==> src/rtl/cb_pkg.sv <==
package cb_pkg;

    localparam int TB_W      = 64;
    localparam int DEC_W     = 32;
    localparam int PC_W      = 32;
    localparam int SEL_W     = 6;
    localparam int NUM_LINES = 13;
    localparam int TICK_DIV  = 4;
    localparam int NUM_TAPS  = 4;
    localparam int INC_W     = 2;

    // Select codes whose behaviour differs from a plain strobe
    localparam logic [SEL_W-1:0] EV_HOLD     = 6'd0;
    localparam logic [SEL_W-1:0] EV_CYCLE    = 6'd1;
    localparam logic [SEL_W-1:0] EV_LINE0    = 6'd2;
    localparam logic [SEL_W-1:0] EV_TAPEDGE  = 6'd3;
    localparam logic [SEL_W-1:0] EV_DISPATCH = 6'd4;
    localparam logic [SEL_W-1:0] EV_LINEBASE = 6'd4;  // code k -> line k-4
    localparam logic [SEL_W-1:0] EV_LAST     = 6'd16;

    // Tap positions counted from the most significant bit
    localparam int TAP_FROM_MSB [NUM_TAPS] = '{47, 51, 55, 63};

endpackage

==> src/rtl/cb_prescale.sv <==
module cb_prescale #(
    parameter int DIV = cb_pkg::TICK_DIV
) (
    input  logic clk,
    input  logic rst_n,
    output logic tick
);
    localparam int CW = (DIV > 1) ? $clog2(DIV) : 1;

    typedef struct packed {
        logic [CW-1:0] cnt;
    } state_t;

    state_t st_d, st_q;

    assign tick = (st_q.cnt == CW'(DIV - 1));

    always_comb begin
        st_d = st_q;
        if (tick) st_d.cnt = '0;
        else      st_d.cnt = st_q.cnt + 1'b1;
    end

    always_ff @(posedge clk) begin
        if (!rst_n) st_q <= '0;
        else        st_q <= st_d;
    end

    AST_TICK_GAP: assert property (@(posedge clk) disable iff (!rst_n)
        tick |=> !tick);

endmodule

==> src/rtl/cb_timebase.sv <==
module cb_timebase #(
    parameter int TB_W  = cb_pkg::TB_W,
    parameter int DEC_W = cb_pkg::DEC_W
) (
    input  logic             clk,
    input  logic             rst_n,
    input  logic             tick,
    input  logic             tb_wr_en,
    input  logic [TB_W-1:0]  tb_wr_data,
    input  logic             dec_wr_en,
    input  logic [DEC_W-1:0] dec_wr_data,
    output logic [TB_W-1:0]  tb_value,
    output logic [DEC_W-1:0] dec_value,
    output logic             dec_expired
);
    typedef struct packed {
        logic [TB_W-1:0]  tb;
        logic [DEC_W-1:0] dec;
        logic             expired;
    } state_t;

    state_t st_d, st_q;

    always_comb begin
        st_d = st_q;
        // time base: load wins over tick
        if (tb_wr_en)  st_d.tb = tb_wr_data;
        else if (tick) st_d.tb = st_q.tb + 1'b1;
        // decrementer and its sticky expiry
        if (dec_wr_en) begin
            st_d.dec     = dec_wr_data;
            st_d.expired = 1'b0;
        end else if (tick) begin
            st_d.dec = st_q.dec - 1'b1;
            if (st_q.dec == '0) st_d.expired = 1'b1;
        end
    end

    always_ff @(posedge clk) begin
        if (!rst_n) begin
            st_q.tb      <= '0;
            st_q.dec     <= '1;
            st_q.expired <= 1'b0;
        end else begin
            st_q <= st_d;
        end
    end

    assign tb_value    = st_q.tb;
    assign dec_value   = st_q.dec;
    assign dec_expired = st_q.expired;

    AST_TB_LOAD: assert property (@(posedge clk) disable iff (!rst_n)
        tb_wr_en |=> (tb_value == $past(tb_wr_data)));
    AST_TB_IDLE: assert property (@(posedge clk) disable iff (!rst_n)
        (!tb_wr_en && !tick) |=> $stable(tb_value));
    AST_DEC_WRAP: assert property (@(posedge clk) disable iff (!rst_n)
        (tick && !dec_wr_en && dec_value == '0) |=> (dec_expired && dec_value == '1));
    AST_DEC_CLEAR: assert property (@(posedge clk) disable iff (!rst_n)
        dec_wr_en |=> !dec_expired);

endmodule

==> src/rtl/cb_evsel.sv <==
module cb_evsel
    import cb_pkg::*;
#(
    parameter int LINES = NUM_LINES
) (
    input  logic               clk,
    input  logic               rst_n,
    input  logic [SEL_W-1:0]   evt_sel,
    input  logic [1:0]         tap_sel,
    input  logic [1:0]         dispatch_cnt,
    input  logic [LINES-1:0]   evt_line,
    input  logic [NUM_TAPS-1:0] taps,
    output logic [INC_W-1:0]   inc_amt
);
    typedef struct packed {
        logic       prev_bit;
        logic [1:0] prev_sel;
    } state_t;

    state_t st_d, st_q;
    logic   cur_bit;
    logic   rise;
    logic   line_hit;

    assign cur_bit = taps[tap_sel];
    assign rise    = (tap_sel == st_q.prev_sel) && !st_q.prev_bit && cur_bit;

    always_comb begin
        st_d          = st_q;
        st_d.prev_bit = cur_bit;
        st_d.prev_sel = tap_sel;
    end

    // strobe lines: code 2 -> line 0, codes 5..16 -> lines 1..12
    always_comb begin
        line_hit = 1'b0;
        if (evt_sel == EV_LINE0) line_hit = evt_line[0];
        for (int k = 1; k < LINES; k++) begin
            if (evt_sel == SEL_W'(int'(EV_LINEBASE) + k)) line_hit = evt_line[k];
        end
    end

    always_comb begin
        case (evt_sel)
            EV_HOLD:     inc_amt = '0;
            EV_CYCLE:    inc_amt = INC_W'(1);
            EV_TAPEDGE:  inc_amt = INC_W'(rise);
            EV_DISPATCH: inc_amt = (dispatch_cnt == 2'd3) ? INC_W'(2) : INC_W'(dispatch_cnt);
            default:     inc_amt = INC_W'(line_hit);
        endcase
    end

    always_ff @(posedge clk) begin
        if (!rst_n) st_q <= '0;
        else        st_q <= st_d;
    end

    AST_INC_LIMIT: assert property (@(posedge clk) disable iff (!rst_n)
        inc_amt <= INC_W'(2));
    AST_RESERVED_HOLD: assert property (@(posedge clk) disable iff (!rst_n)
        (evt_sel == EV_HOLD || evt_sel > EV_LAST) |-> (inc_amt == '0));

endmodule

==> src/rtl/cb_perfcount.sv <==
module cb_perfcount
    import cb_pkg::*;
#(
    parameter int W = PC_W
) (
    input  logic             clk,
    input  logic             rst_n,
    input  logic [INC_W-1:0] inc_amt,
    input  logic             wr_en,
    input  logic [W-1:0]     wr_data,
    output logic [W-1:0]     value,
    output logic             overflow
);
    typedef struct packed {
        logic [W-1:0] cnt;
        logic         ovf;
    } state_t;

    state_t       st_d, st_q;
    logic [W-1:0] sum;

    assign sum = st_q.cnt + W'(inc_amt);

    always_comb begin
        st_d = st_q;
        if (wr_en) begin
            st_d.cnt = wr_data;
            st_d.ovf = 1'b0;
        end else begin
            st_d.cnt = sum;
            if (!st_q.cnt[W-1] && sum[W-1]) st_d.ovf = 1'b1;
        end
    end

    always_ff @(posedge clk) begin
        if (!rst_n) st_q <= '0;
        else        st_q <= st_d;
    end

    assign value    = st_q.cnt;
    assign overflow = st_q.ovf;

    AST_PC_LOAD: assert property (@(posedge clk) disable iff (!rst_n)
        wr_en |=> (value == $past(wr_data) && !overflow));
    AST_PC_STEP: assert property (@(posedge clk) disable iff (!rst_n)
        !wr_en |=> (value - $past(value)) == W'($past(inc_amt)));
    AST_OVF_STICKY: assert property (@(posedge clk) disable iff (!rst_n)
        (overflow && !wr_en) |=> overflow);

endmodule

==> src/rtl/clkbase_perfctr.sv <==
module clkbase_perfctr
    import cb_pkg::*;
(
    input  logic                 clk,
    input  logic                 rst_n,
    input  logic                 tb_wr_en,
    input  logic [TB_W-1:0]      tb_wr_data,
    input  logic                 dec_wr_en,
    input  logic [DEC_W-1:0]     dec_wr_data,
    input  logic                 pc_wr_en,
    input  logic [PC_W-1:0]      pc_wr_data,
    input  logic [SEL_W-1:0]     evt_sel,
    input  logic [1:0]           tap_sel,
    input  logic [1:0]           dispatch_cnt,
    input  logic [NUM_LINES-1:0] evt_line,
    output logic [TB_W-1:0]      tb_value,
    output logic [DEC_W-1:0]     dec_value,
    output logic                 dec_expired,
    output logic [PC_W-1:0]      pc_value,
    output logic                 pc_overflow
);
    logic                tick;
    logic [NUM_TAPS-1:0] taps;
    logic [INC_W-1:0]    inc_amt;

    cb_prescale #(.DIV(TICK_DIV)) u_prescale (
        .clk  (clk),
        .rst_n(rst_n),
        .tick (tick)
    );

    cb_timebase #(.TB_W(TB_W), .DEC_W(DEC_W)) u_timebase (
        .clk        (clk),
        .rst_n      (rst_n),
        .tick       (tick),
        .tb_wr_en   (tb_wr_en),
        .tb_wr_data (tb_wr_data),
        .dec_wr_en  (dec_wr_en),
        .dec_wr_data(dec_wr_data),
        .tb_value   (tb_value),
        .dec_value  (dec_value),
        .dec_expired(dec_expired)
    );

    for (genvar g = 0; g < NUM_TAPS; g++) begin : g_tap
        assign taps[g] = tb_value[TB_W - 1 - TAP_FROM_MSB[g]];
    end

    cb_evsel #(.LINES(NUM_LINES)) u_evsel (
        .clk         (clk),
        .rst_n       (rst_n),
        .evt_sel     (evt_sel),
        .tap_sel     (tap_sel),
        .dispatch_cnt(dispatch_cnt),
        .evt_line    (evt_line),
        .taps        (taps),
        .inc_amt     (inc_amt)
    );

    cb_perfcount #(.W(PC_W)) u_perfcount (
        .clk     (clk),
        .rst_n   (rst_n),
        .inc_amt (inc_amt),
        .wr_en   (pc_wr_en),
        .wr_data (pc_wr_data),
        .value   (pc_value),
        .overflow(pc_overflow)
    );

endmodule

==> config.mk <==
export PLATFORM = sky130hd
export DESIGN_NAME = clkbase_perfctr
export DESIGN_NICKNAME = d
export VERILOG_FILES = /design/src/rtl/cb_pkg.sv /design/src/rtl/cb_prescale.sv /design/src/rtl/cb_timebase.sv /design/src/rtl/cb_evsel.sv /design/src/rtl/cb_perfcount.sv /design/src/rtl/clkbase_perfctr.sv
export SDC_FILE = /design/constraint.sdc
export NUM_CORES = 1
export LEC_CHECK = 0
export ABC_CLOCK_PERIOD_IN_PS = 7960
export BUFFER_PORTS_ARGS = -buffer_cell sky130_fd_sc_hd__buf_2
export CAP_MARGIN = 25
export CELL_PAD_IN_SITES_DETAIL_PLACEMENT = 1
export CELL_PAD_IN_SITES_GLOBAL_PLACEMENT = 1
export CORE_MARGIN = 8
export CORE_UTILIZATION = 30
export CTS_CLUSTER_SIZE = 14
export DETAILED_ROUTE_END_ITERATION = 7
export PLACE_DENSITY = 0.68
export SYNTH_ARGS = -nofsm -noshare
export SYNTH_HDL_FRONTEND = slang
export SYNTH_HIERARCHICAL = 1
export SYNTH_SLANG_ARGS = --single-unit
export TNS_END_PERCENT = 20
==> constraint.sdc <==
create_clock -name clk -period 7.96 [get_ports clk]
set_input_delay 1.194 -clock clk [delete_from_list [all_inputs] [get_ports clk]]
set_output_delay 1.194 -clock clk [all_outputs]
set_load 0.01 [all_outputs]
---- Word-level counts from Yosys, hierarchy flattened ----
Cells that the tools add are included.
storage, ports and cells
  bits of input ports ..................... 156
  register bits ........................... 135
  output and inout bits ................... 130
  word-level logic and storage cells ...... 70
operators by class
  reduce and logical (&&, ||, !) cells .... 13
  order comparisons ....................... 1
  muxes and demuxes ....................... 24
  bitwise gates (word level) .............. 1
  eq/ne operators ......................... 19
  add/subtract/negate cells ............... 4
operator list
  operator                 count
  $mux W64                 2
  $mux W33                 3
  $add A64 B1 Y64 const B  1
  $eq A6 B4 Y1 const B     8
  $add A32 B2 Y32          1
  $logic_not A32 Y1        1
  $sub A32 B1 Y32 const B  1
  $eq A6 B3 Y1 const B     4
  $mux W1                  16
  $eq A6 B2 Y1 const B     2
  $pmux W2 S4              1
  $eq A6 B1 Y1 const B     1
  $eq A6 B5 Y1 const B     1
  $logic_not A6 Y1         1
  $reduce_or A2 Y1         3
  $eq A2 B2 Y1 const B     2
  $reduce_bool A2 Y1       2
  $logic_and A1 B1 Y1      3
  $lt A2 B3 Y1 const B     1
  $add A2 B1 Y2 const B    1
  $bmux W1 S2              1
  $eq A2 B2 Y1             1
  $logic_not A1 Y1         2
  $mux W2                  1
  other kinds (2)          2

---- Depth between registers and ports, before layout ----
Gate-level depths: netlist of the first run.
  word-level depth ........................ 19
  depth in mapped cells ................... 13
  gate-level depth less buffers ........... 12

---- By module ----
The synthesis of the first run kept the hierarchy.
by module, submodules not included
  module        sequential area each (um2)  area an instance (um2)  times used  cells an instance
  cb_timebase   1,941.9                     5,711.7                 1           713
  cb_perfcount  660.6                       2,055.7                 1           240
  cb_evsel      60.1                        429.2                   1           54
  cb_prescale   40.0                        73.8                    1           5

---- Worst setup path before layout of the first run ----
OpenSTA, ideal clock, no wires.
  path kind ............................... input-to-reg
  from .................................... input evt_sel[3]
  to ...................................... register u_perfcount.st_q (netlist bit u_perfcount/value[20])
  library setup time ...................... 0.125 ns
  required time ........................... 7.835 ns
  buffers on the path ..................... 1
  stages on the path ...................... 13
  arrival time ............................ 3.533 ns
  path slack .............................. 4.302 ns
  cell sequence ........................... buf_2 > nand2_1 > o32ai_1 > o211ai_1 > and3_1 > o21ai_1 > ha_1 > inv_1 > fa_1 > nand4b_1 > nor4_4 > and4_2 > nor3_1
between the ends
  cells in the longest elaborated chain, start to end .. 17
  elaborated cells on any way between the ends .. 33
  those cells by class .................... 1 x add/sub; 16 x eq/ne; 15 x mux; 1 x reduce/logical
RTL lines
  item                    RTL line               source
  from (decl)             clkbase_perfctr.sv:12  input logic [SEL_W-1:0] evt_sel,
  $eq A6 B2 Y1            cb_evsel.sv:37         if (evt_sel == EV_LINE0) line_hit = evt_line[0];
  $mux W1                 cb_evsel.sv:37
  $mux W1 (12 in series)  cb_evsel.sv:39         if (evt_sel == SEL_W'(int'(EV_LINEBASE) + k)) line_hit = evt_line[k];
  $pmux W2 S4 *           cb_evsel.sv:44         case (evt_sel)
  net inc_amt[0]          clkbase_perfctr.sv:24  logic [INC_W-1:0] inc_amt;
  $add A32 B2 Y32 *       cb_perfcount.sv:22     assign sum = st_q.cnt + W'(inc_amt);
  $mux W33 *              cb_perfcount.sv:26     if (wr_en) begin
  to (signal assigned)    cb_perfcount.sv:37     else st_q <= st_d;
  to (decl)               cb_perfcount.sv:19     state_t st_d, st_q;
The timed path passes the listed nets; every way through them passes the cells marked *.
A chain may end at the register's enable or synchronous reset.

---- Final worst setup path of the first run ----
  from .................................... input evt_sel[1]
  to ...................................... register u_perfcount.st_q (netlist bit u_perfcount/value[20])
Same word-level chain as after synthesis.

==> results_dict.tcl, run 1 <==
set metrics [dict create \
    status "finished, final reports clean" \
    cp-start-kind "primary input" \
    fmax_ghz 0.2577 \
    synth_cells 1012 \
    cts_resized 0 \
    dieArea_um2 33140 \
    cts_hold_repair.buffers 0 \
    power.switching_uw 549.3 \
    dp.cells 1581 \
    drv_cap 0 \
    yosysWarnings 6 \
    final_nets 1422 \
    layout-drive-gt1-share_pct 27.75 \
    syn_avg_cell_area_um2 8.172 \
    min_path_cells 1 \
    yosysSeqAreaShare_pct 32.68 \
    drtAntennaViolNets 0 \
    die_h_um 182.0 \
    drt_pass1_iterations 4 \
    nFillCells 3350 \
    die_w_um 182.0 \
    intPower_mw 1.343 \
    required_ns 8.30 \
    grt_pass1_vias 9194 \
    finalHoldWorstSlack_ns 0.4418 \
    grt_max_degree 76 \
    synth_top_flop_cell "dfxtp_1" \
    relSlewSlack_pct 33.15 \
    synth_top_area_share_pct 32.68 \
    worstSetupPathType "primary input to register" \
    cp_cell_sequence "buf_2, nor3b_1, a32o_1, o211ai_1, and3_1, o21ai_1, ha_1, inv_1, fa_1, nand4b_1, nor4_4, a311oi_1, nor3_1" \
    multi_input_area_um2 5225 \
    critPathMaxFanout 13 \
    worst_clock_skew_ns 0.02395 \
    syn_area_um2 8270 \
    drt_iter0_markers 530 \
    clk_pin_slew_worst_paths_ns 0.07 \
    p_leak_nw 4.238 \
    swShare_pct 29.03 \
    yosysTopAreaCell "dfxtp_1" \
    gr-usage-all-layers_pct 18.92 \
    cp-end-kind "register" \
    synth_edf_count 0 \
    cts_max_path_buffers 2 \
    seqPwrFrac_pct 41.9 \
    gp_congestion 0.8285 \
    period_needed_ns 3.880 \
    cts-root-buf "clkbuf_16" \
    arrival_ns 4.22 \
    seq_area_um2 2703 \
    routed_wl_mm 32.25 \
    start_util_pct 30.60 \
    fp-row-count 60 \
    synthArstFlopShare_pct 0 \
    viasPerCell 5.577 \
    crit_path_top_delay_cell "nor4_4" \
    ys_seq_elements 135 \
    area_growth_pct 27.14 \
    insertion_delay_ns 0.43 \
    synth_area_leaders "dfxtp_1 33%, o21ai_0 5.6%, nand4_1 3.8%" \
    num_vias 9002 \
    p_clk_share_pct 43.8 \
    setup_viol 0 \
    grt-ovfl-total 0 \
    port_buffers 285 \
    finalCritPeriodShare_pct 48.74 \
    synthesis.nets 1175 \
    fin_tns_setup_ns 0 \
    power.density_nw_per_um2 179.9 \
    cts_buffers 17 \
    cts_tree "done" \
    synth_cell_types 76 \
    antenna_found_initial 5 \
    worstMarginPinSlew_ns 0.9951 \
    p_total_mw 1.892 \
    ff2ff_path_depth 12 \
    finalMaxSlewViolations 0 \
    hold_violations 0 \
    hpwlAfterDp_mm 24.00 \
    grt_pass1_wl_mm 51.39 \
    cts.htree.levels 4 \
    wl_per_cell_um 19.98 \
    slowest_delay_ns 0.44 \
    drcViolationCount 0 \
    combPwrFrac_pct 14.3 \
    hp-class "register to register" \
    fin_cells 1614 \
    post_cts.repair.setup_buffers 0 \
    rsz0062_at_grt "no" \
    cts_sinks 135 \
    io_pins 286 \
    max-vdd-ir-drop_mv 0.1107 \
    core_um2 27030 \
]
-- critical path: cells and delay by family --
family	cells	cell delay, ns
buf+inv	2	0.30
simple gates	5	1.46
fa+ha+maj	2	0.66
compound gates	4	0.62
-- synthesized netlist by cell type (7+ instances only) --
cell type,instances
nand3_1,40
o211a_1,17
a311oi_1,19
nand4_1,50
dfxtp_1,135
nand4b_1,7
nor3b_1,9
nor4_1,19
nand3b_1,14
o21ai_0,92
clkbuf_1,49
and2_1,20
o211ai_1,8
nor2b_1,19
and4_1,17
a31oi_1,31
o21ai_1,9
nor2_1,46
inv_1,19
nand2b_1,14
and3_1,18
xor2_1,29
o31ai_1,19
nand2_1,80
a21oi_1,22
xnor2_1,27
mux2i_1,17
or4_1,25
or3_1,17
nor3_1,31
-- layout by cell type, fill, tap and decap left out, types with 18 or more instances in the layout --
cell type and n:
xnor2_1 27, and2_1 20, dfxtp_1 135, a31oi_1 31, nor2b_1 19, inv_1 18, nand4_1 50, nand3_1 40
o21ai_0 92, nor3_1 31, a21oi_1 22, nor2_1 46, buf_2 284, and3_1 18, xor2_1 29, a311oi_1 19
nand2_1 80, nor4_1 19, or4_1 25, o31ai_1 19
-- state kept, by name (all words and copies together) (netlist names) --
register and cells:
u_perfcount/value 32, u_timebase/dec_value 32, u_perfcount/overflow 1, u_timebase/dec_expired 1, u_timebase/tb_value 64, u_evsel/st_q 3, u_prescale/st_q 2
-- power by group through the flow --
stage	Combinational, mW	Clock [mW]	Sequential, mW
after floorplan	0.130	0	0.808
after global placement	0.268	0	0.805
after detailed placement	0.273	0	0.807
after CTS	0.274	0.854	0.792
after global routing	0.299	0.882	0.803
final	0.271	0.829	0.793
-- final cells by class --
cell class	instances	area share [%]
diodes	1	0.02380
clock buffers	19	4.117
clock inverters	13	1.642
inverters	19	0.6782
multi-input cells	794	49.69
flip-flops and latches	135	25.70
well taps	341	4.058
repair buffers	292	14.09
-- cell families after synthesis --
logic type | count (synthesis) | share of synthesized area, %
and+or+nand+nor | 464 | 33.86
DFF | 135 | 32.68
AOI/OAI and AO/OA | 247 | 19.55
adders and majority gates | 7 | 1.150
muxes | 20 | 2.693
xor gates and xnor gates | 56 | 5.930
buffers and inverters | 83 | 4.145
-- stage by stage --
stage               instance area [µm²]  worst slack (ns)  utilization, %
floorplan                          8270             4.302               -
global route                      10520             3.898           38.91
detailed placement                 9907             3.716           36.66
finish                            10520             4.080           38.91
global placement                   9907             3.799           36.66
CTS                               10510             4.134           38.90
-- per-layer routing --
layer / wire length, µm / global-route usage (%)
met5: 48 / 0
met4: 478 / 5.444
met3: 1858 / 5.170
met2: 14970 / 31.24
met1: 14890 / 23.75
-- final timing paths --
check	from	endpoint	slack (ns)
worst max-delay path	evt_sel[1]	u_perfcount/value[20]$_SDFF_PN0_	4.08
worst min-delay path	u_prescale/st_q[0]$_SDFF_PP0_	u_prescale/st_q[0]$_SDFF_PP0_	0.44
worst max register to register	u_timebase/tb_value[0]$_SDFFE_PN0P_	u_perfcount/value[20]$_SDFF_PN0_	4.68
worst min register to register	u_prescale/st_q[0]$_SDFF_PP0_	u_prescale/st_q[0]$_SDFF_PP0_	0.44
Power figures use the tool's default switching activity.
==> run 2: changes to the inputs <==
ABC_CLOCK_PERIOD_IN_PS = 3700   (was 7960)
clock period = 3.7 ns   (was 7.96 ns; I/O delays follow)
==> results_dict.tcl, run 2 (synthesis gave the netlist of run 1 again) <==
set metrics [dict create \
    relSlewSlack_pct 34.07 \
    nFillCells 3338 \
    intPower_mw 2.903 \
    min_path_cells 3 \
    final_cell_mix "284 x buf_2, 135 x dfxtp_1, 92 x o21ai_0" \
    gp_congestion 0.8177 \
    worstSetupPathType "register to register" \
    cts_max_path_buffers 2 \
    clk_pin_slew_worst_paths_ns 0.07 \
    final_common_cell "buf_2" \
    pre_cts_slack_ns 0.1670 \
    status "finished, final reports clean" \
    p_total_mw 4.124 \
    grt_pass1_vias 9184 \
    viasPerCell 5.521 \
    drt_pass1_iterations 5 \
    power.density_nw_per_um2 388.5 \
    die_w_um 182.0 \
    worst_clock_skew_ns 0.01165 \
    seqPwrFrac_pct 41.3 \
    dieArea_um2 33140 \
    timing.final.ws_setup_ns 0.4994 \
    final_nets 1431 \
    gr-usage-all-layers_pct 18.79 \
    max-vdd-ir-drop_mv 0.2357 \
    cts_sinks 135 \
    finalHoldWorstSlack_ns 0.3497 \
    hp-class "primary input to register" \
    post_cts.repair.setup_buffers 0 \
    drcViolationCount 0 \
    grt_max_degree 63 \
    layout-drive-gt1-share_pct 28.42 \
    hold_violations 0 \
    setup_viol 0 \
    drt_iter0_markers 516 \
    cts-root-buf "clkbuf_16" \
    swShare_pct 29.61 \
    insertion_delay_ns 0.42 \
    port_buffers 285 \
    place_area_um2 10000 \
    die_h_um 182.0 \
    drv_cap 0 \
    rsz0062_at_grt "no" \
    fp-row-count 60 \
    antenna_found_initial 4 \
    drtAntennaViolNets 0 \
    hpwlAfterDp_mm 24.31 \
    cts_buffers 17 \
    cts_hold_repair.buffers 0 \
    largest_reg_flops 64 \
    area_growth_pct 28.35 \
    io_pins 286 \
    cts_resized 0 \
    power.switching_mw 1.221 \
    ff2ff_path_depth 12 \
    critPathMaxFanout 8 \
    core_um2 27030 \
    p_leak_nw 4.310 \
    combPwrFrac_pct 14.4 \
    wl_per_cell_um 20.01 \
    cp-start-kind "register" \
    worstMarginPinSlew_ns 0.9879 \
    period_needed_ns 3.201 \
    num_vias 8955 \
    start_util_pct 30.60 \
    cp-end-kind "register" \
    arrival_ns 3.51 \
    p_clk_share_pct 44.3 \
    grt-ovfl-total 0 \
    cts.htree.levels 4 \
    routed_wl_mm 32.45 \
    finalMaxSlewViolations 0 \
    required_ns 4.01 \
    cts_tree "done" \
    fin_tns_setup_ns 0 \
    diodes 0 \
    fmax_ghz 0.3124 \
    grt_pass1_wl_mm 51.12 \
    finalCritPeriodShare_pct 86.50 \
    postLayoutCellArea_um2 10620 \
]
run 2: changes by cell type in the layout (fill, tap and decap cells not counted), sizes merged:
| cell | previous run | this run |
|---|---|---|
| inv | 22 | 25 |
| clkinvlp | 4 | 1 |
| clkinv | 3 | 5 |
| buf | 292 | 301 |
| clkbuf | 19 | 17 |
| diode | 1 | 0 |
run 2: stage by stage:
step,instances,util (%)
floorplan,1012,-
global placement,1590,37.00
detailed placement,1590,37.00
CTS,1622,39.28
global route,1622,39.28
finish,1622,39.28
run 2: critical path, stage by stage, from the launching register on:
cell and delay, ns:
dfxtp_1 0.52, mux4_2 0.31, nand4_1 0.08, o21ai_0 0.09, nand2_1 0.08, o21ai_1 0.09, ha_1 0.21, inv_1 0.07
fa_1 0.43, nand4b_1 0.37, nor4_4 0.44, nand4_1 0.19, o2111a_1 0.20
run 2: worst paths after layout:
| path | to | startpoint | slack [ns] |
|---|---|---|---|
| worst min register to register | u_prescale/st_q[0]$_SDFF_PP0_ | u_prescale/st_q[0]$_SDFF_PP0_ | 0.47 |
| worst max register to register | u_perfcount/value[26]$_SDFF_PN0_ | u_timebase/tb_value[0]$_SDFFE_PN0P_ | 0.50 |
| worst max-delay path | u_perfcount/value[26]$_SDFF_PN0_ | u_timebase/tb_value[0]$_SDFFE_PN0P_ | 0.50 |
| worst min-delay path | u_timebase/dec_value[9]$_SDFFE_PN1P_ | dec_wr_data[9] | 0.35 |
run 2: area by class of cell:
type                            count  area (µm²)  area share, %
Inverter                           19       71.32         0.6719
Sequential cell                   135        2703          25.46
Clock buffer                       17       425.4          4.008
Clock inverter                     15       190.2          1.792
Tap cell                          341       426.7          4.019
Timing Repair Buffer              301        1574          14.83
Multi-Input combinational cell    794        5225          49.22
run 2: per-layer routing:
layer	vias to the layer above	wire [µm]	track usage (%)
met3	36	2208	6.068
li1	4365	-	-
met1	4312	14720	23.20
met4	8	551	4.624
met5	-	47	0
met2	234	14920	31.15
run 2: power by group through the flow:
| stage | Clock (mW) | Combinational, mW | Sequential (mW) |
|---|---|---|---|
| after floorplan | 0 | 0.279 | 1.74 |
| after global placement | 0 | 0.585 | 1.73 |
| after detailed placement | 0 | 0.598 | 1.73 |
| after CTS | 1.87 | 0.601 | 1.70 |
| after global routing | 1.94 | 0.656 | 1.72 |
| final | 1.83 | 0.593 | 1.70 |
